<file path="config.mk">
export PLATFORM = sky130hd
export DESIGN_NAME = altmod_counter
export DESIGN_NICKNAME = d
export VERILOG_FILES = /design/src/rtl/altmod_pkg.sv /design/src/rtl/altmod_tc.sv /design/src/rtl/altmod_inner.sv /design/src/rtl/altmod_phase.sv /design/src/rtl/altmod_counter.sv
export SDC_FILE = /design/constraint.sdc
export NUM_CORES = 1
export LEC_CHECK = 0
export BUFFER_PORTS_ARGS = -buffer_cell sky130_fd_sc_hd__clkbuf_2
export CORE_AREA = 5 5 42 44
export CTS_CLUSTER_DIAMETER = 100
export DETAILED_ROUTE_END_ITERATION = 10
export DIE_AREA = 0 0 47 49
export GPL_TIMING_DRIVEN = 0
export PLACE_DENSITY_LB_ADDON = 0.12
export SLEW_MARGIN = 20
export SYNTH_ARGS = -nofsm -noshare
export SYNTH_HDL_FRONTEND = slang
export SYNTH_SLANG_ARGS = --single-unit
export TNS_END_PERCENT = 1
</file>
<file path="constraint.sdc">
create_clock -name clk -period 3 [get_ports clk]
set_input_delay 0.15 -clock clk [delete_from_list [all_inputs] [get_ports clk]]
set_output_delay 0.15 -clock clk [all_outputs]
set_load 0.01 [all_outputs]
</file>
<file path="src/rtl/altmod_pkg.sv">
package altmod_pkg;

  // Lengths of the two alternating runs
  parameter int MOD_LONG  = 10;
  parameter int MOD_SHORT = 3;

  localparam int CNT_W = (MOD_LONG > MOD_SHORT) ? $clog2(MOD_LONG) : $clog2(MOD_SHORT);

  typedef logic [CNT_W-1:0] cnt_t;

  typedef enum logic {
    PH_LONG  = 1'b0,
    PH_SHORT = 1'b1
  } phase_t;

  // Final value of the run selected by a phase
  function automatic cnt_t last_of(input phase_t ph);
    return (ph == PH_SHORT) ? cnt_t'(MOD_SHORT - 1) : cnt_t'(MOD_LONG - 1);
  endfunction

  // Successor within a run (no wrap)
  function automatic cnt_t bump(input cnt_t c);
    return c + cnt_t'(1);
  endfunction

endpackage

</file>
<file path="src/rtl/altmod_tc.sv">
module altmod_tc
  import altmod_pkg::*;
(
  input  logic   en,
  input  cnt_t   count,
  input  phase_t phase,
  output logic   hit_long,
  output logic   hit_short,
  output logic   term
);

  logic hit_sel;

  // Raw final-value detectors, one per run
  assign hit_long  = (count == last_of(PH_LONG));
  assign hit_short = (count == last_of(PH_SHORT));

  // 2:1 steering by phase masks the inactive detector
  always_comb begin
    unique case (phase)
      PH_SHORT: hit_sel = hit_short;
      default:  hit_sel = hit_long;
    endcase
  end

  assign term = en & hit_sel;

endmodule

</file>
<file path="src/rtl/altmod_inner.sv">
module altmod_inner
  import altmod_pkg::*;
(
  input  logic clk,
  input  logic rst,
  input  logic en,
  input  logic wrap,
  output cnt_t count
);

  cnt_t count_nx;

  always_comb begin
    count_nx = count;
    if (en) count_nx = wrap ? '0 : bump(count);
  end

  always_ff @(posedge clk) begin
    if (rst) count <= '0;
    else     count <= count_nx;
  end


  hold_when_idle_chk: assert property (@(posedge clk) disable iff (rst)
    !en |=> $stable(count));


  wrap_to_zero_chk: assert property (@(posedge clk) disable iff (rst)
    (en && wrap) |=> (count == '0));

endmodule

</file>
<file path="src/rtl/altmod_phase.sv">
module altmod_phase
  import altmod_pkg::*;
(
  input  logic   clk,
  input  logic   rst,
  input  logic   flip,
  output phase_t phase
);

  always_ff @(posedge clk) begin
    if (rst)       phase <= PH_LONG;
    else if (flip) phase <= (phase == PH_LONG) ? PH_SHORT : PH_LONG;
  end


  phase_steady_chk: assert property (@(posedge clk) disable iff (rst)
    !flip |=> $stable(phase));


  phase_flip_chk: assert property (@(posedge clk) disable iff (rst)
    flip |=> (phase != $past(phase)));

endmodule

</file>
<file path="src/rtl/altmod_counter.sv">
module altmod_counter
  import altmod_pkg::*;
(
  input  logic             clk,
  input  logic             rst,
  input  logic             en,
  output logic [CNT_W-1:0] count,
  output logic             phase,
  output logic             term
);

  cnt_t   cnt_q;
  phase_t ph_q;
  logic   hit_long;
  logic   hit_short;
  logic   run_done;

  altmod_tc u_tc (
    .en        (en),
    .count     (cnt_q),
    .phase     (ph_q),
    .hit_long  (hit_long),
    .hit_short (hit_short),
    .term      (run_done)
  );

  altmod_inner u_inner (
    .clk   (clk),
    .rst   (rst),
    .en    (en),
    .wrap  (run_done),
    .count (cnt_q)
  );

  altmod_phase u_phase (
    .clk   (clk),
    .rst   (rst),
    .flip  (run_done),
    .phase (ph_q)
  );

  assign count = cnt_q;
  assign phase = ph_q;
  assign term  = run_done;


  reset_state_chk: assert property (@(posedge clk)
    rst |=> (count == '0 && phase == PH_LONG));


  long_range_chk: assert property (@(posedge clk) disable iff (rst)
    count <= cnt_t'(MOD_LONG - 1));


  short_range_chk: assert property (@(posedge clk) disable iff (rst)
    (phase == PH_SHORT) |-> (count <= cnt_t'(MOD_SHORT - 1)));


  masked_short_chk: assert property (@(posedge clk) disable iff (rst)
    (en && phase == PH_LONG && hit_short) |=> (phase == PH_LONG && count == cnt_t'(MOD_SHORT)));


  term_needs_en_chk: assert property (@(posedge clk) disable iff (rst)
    term |-> (en && (hit_long || hit_short)));

endmodule

</file>
==> summary.md <==
| Metric | Value |
|---|---|
| Most frequent cells in the layout | `clkbuf_2 (8), dfxtp_1 (5), clkbuf_4 (3)` |
| Fmax | `665 MHz` |
| # resized after CTS | `0` |
| Cell accounting for the most synthesized area | `dfxtp_1` |
| DR iter-0 viols | `3` |
| Mapped Avg Cell Area | `9.86 um2` |
| Die area | `approximately 0.0023 mm2` |
| Hold WS | `0.179 ns` |
| CP endpoint kind | `primary output` |
| First-pass GRT wire length | `883 um` |
| Slowest Stage Delay on Critical Path | `0.36 ns` |
| Worst-margin pin slew | `about 0.26 ns` |
| Status | `complete, no violations` |
| Max Cap Viol | `0` |
| Core Area | `between 0.001 and 0.0015 mm2` |
| RSZ-0062 raised after global routing | `false` |
| Final period utilization | `50.1%` |
| Netlist cell types | `15` |
| TritonCTS Buffers | `3` |
| Worst IR Drop VDD | `0.000124 V` |
| Worst-case clock buffer depth | `2` |
| Register area share after synthesis | `40.6%` |
| Synthesis warning total | `0` |
| Setup WS post-layout | `1.50 ns` |
| Clock root cell | `clkbuf_4` |
| Rows | `14` |
| H-tree depth | `1` |
| Routed length per instance | `11.3 um` |
| Max Clock Skew | `0.000624 ns` |
| Synth Area in Simple Gates | `29.9%` |
| Drt via density | `4.47` |
| Layout cell share with drive strength beyond 1 | `about a third` |
| CTS tree | `built` |
| Area share of the largest cell type after synthesis | `40.6%` |
| Post-synthesis compound-gate area fraction | `around 16%` |
| WS Path Type | `reg -> out` |
| Total leakage power | `between 0.1 and 0.15 nW` |
| WP data required | `2.85 ns` |
| Synthesized flop and latch total | `5` |
| Final setup vio count | `0` |
| Vias in the first global route | `between 150 and 200` |
| Adder-cell area share of the yosys netlist | `about 5.1%` |
| Clk Latency, worst-skew pair | `roughly 0.24 ns` |
| Post-Route Setup TNS | `0 ns` |
| Cells along the critical path | `nand4bb_1 -> a21oi_2 -> clkbuf_2` |
| Via count | `roughly 240` |
| FILL cells | `approximately 160` |
| GR Util All Layers | `a little under 6%` |
| Crit-path max FO | `7` |
| Fin crit period | `approximately 1.5 ns` |
| Worst-path clk slew | `roughly 0.04 ns` |
| Slowest-stage cell, CP | `dfxtp_1` |
| Power Dens Cells | `500 mW/mm2` |
| Total Routed Length | `601 um` |
| ANT nets after route | `0` |
| Final HPWL from detailed placement | `437 um` |
| Fin. Hold Viols | `0` |
| Clock sink total | `5` |
| Nets | `42` |
| Gpl congestion | `0.686` |
| Top delay family on crit path | `flip-flops` |
| CP bufs+invs | `1` |
| Startpoint class of the critical path | `flip-flop` |
| Most common library cell in the layout ignoring fill and taps | `clkbuf_2` |
| Slew headroom | `82.5%` |
| Pre-Repair DR Iteration Count | `2` |
| DRC Markers | `0` |
| Ant diodes | `0` |
| Post-Synth XOR/XNOR Area | `7.11%` |
| Mux contribution to synthesized area | `0%` |
| Post-CTS setup repair buffer count | `0` |
| Port bufs | `8` |
| Fin. max-slew vios | `0` |
| Antenna violations before repair | `0` |
| Synth Instances | `25` |
| Die X | `47 um` |
| Hold_buf cts | `0` |
| Largest family of logic cells by synthesized area | `simple AND/OR/NAND/NOR gates` |
| Starting Density | `between 10% and 20%` |
| Worst Path Arrival | `approximately 1.4 ns` |
| Grt ovf | `0` |
| Syn nets | `29` |
| Synth Cell Area | `~250 um2` |
| HP Class | `in -> reg` |
| Setup Slack @ Placement | `1.77 ns` |
| Largest net degree at the start of global routing | `8` |
| Area grow syn2layout | `35.0%` |
| Final core utilization | `23.8%` |
| Ports | `9` |
| Die Ht | `~49 um` |
| Ranking of synthesized cells by area | `dfxtp_1 (41%), nand4bb_1 (9.1%), xor2_1 (7.1%), nand3b_1 (6.1%), ha_1 (5.1%)` |
[cell type report]
| class | count | area (um2) | area share, % |
|---|---|---|---|
| Clock buffer | 4 | 26.3 | 7.89 |
| Inverter | 1 | 3.75 | 1.13 |
| Multi-Input combinational cell | 19 | 143 | 42.9 |
| Sequential cell | 5 | 100 | 30.1 |
| Tap cell | 16 | 20.0 | 6.02 |
| Timing Repair Buffer | 8 | 40.0 | 12.0 |
[synth_stat cells (all sizes together)]
cell type  instances
a21oi              1
dfxtp              5
ha                 1
inv                1
nand2              2
nand2b             2
nand3b             2
nand4              1
nand4bb            2
nor3               2
o211ai             1
o22ai              1
o31ai              1
o41ai              1
xor2               2
[cells by family after synthesis]
logic type	Yosys count
buffers and inverters	1
xor gates and xnor gates	2
DFF	5
adders and majority gates	1
and+or+nand+nor	11
AOI/OAI and AO/OA	5
[final timing paths]
path,startpoint,to,slack (ns),cells past startpoint
worst max-delay path,u_inner.count[0],term,1.50,3
worst min-delay path,rst,u_inner.count[2],0.18,2
worst max register to register,u_inner.count[0],u_inner.count[1],1.85,3
worst min register to register,u_phase.phase,u_phase.phase,0.52,1
[registers in the layout (all words and copies together) (netlist names)]
register       count
u_inner.count      4
u_phase.phase      1
[through the flow]
| stage | instance area [um2] | cells | power [mW] |
|---|---|---|---|
| 2_1_floorplan | 246 | 25 | 0.0809 |
| 3_3_place_gp | 307 | 49 | 0.0883 |
| 3_5_place_dp | 307 | 49 | 0.0883 |
| 4_1_cts | 333 | 53 | 0.169 |
| 5_1_grt | 333 | 53 | 0.176 |
| 6_report | 333 | 53 | 0.166 |
[per-layer routing]
| metal | vias up | wire length [um] | track usage (%) |
|---|---|---|---|
| li1 | 120 | - | - |
| met1 | 108 | 303 | 7.74 |
| met2 | 7 | 235 | 6.11 |
| met3 | 2 | 55 | 2.21 |
| met4 | 0 | 6 | 6.91 |
| met5 | - | 0 | 0 |
[worst reg2reg max path, stage by stage, from the launching register on]
cell and delay [ns]:
dfxtp_1 0.36, nand4bb_1 0.26, a21oi_2 0.30, o31ai_1 0.11
[power by group]
part | internal (mW) | switching, mW
combinational | 0.00646 | 0.00754
sequential | 0.0691 | 0.00366
clock | 0.0504 | 0.0291
No activity file was read; power rests on OpenSTA's default activity.
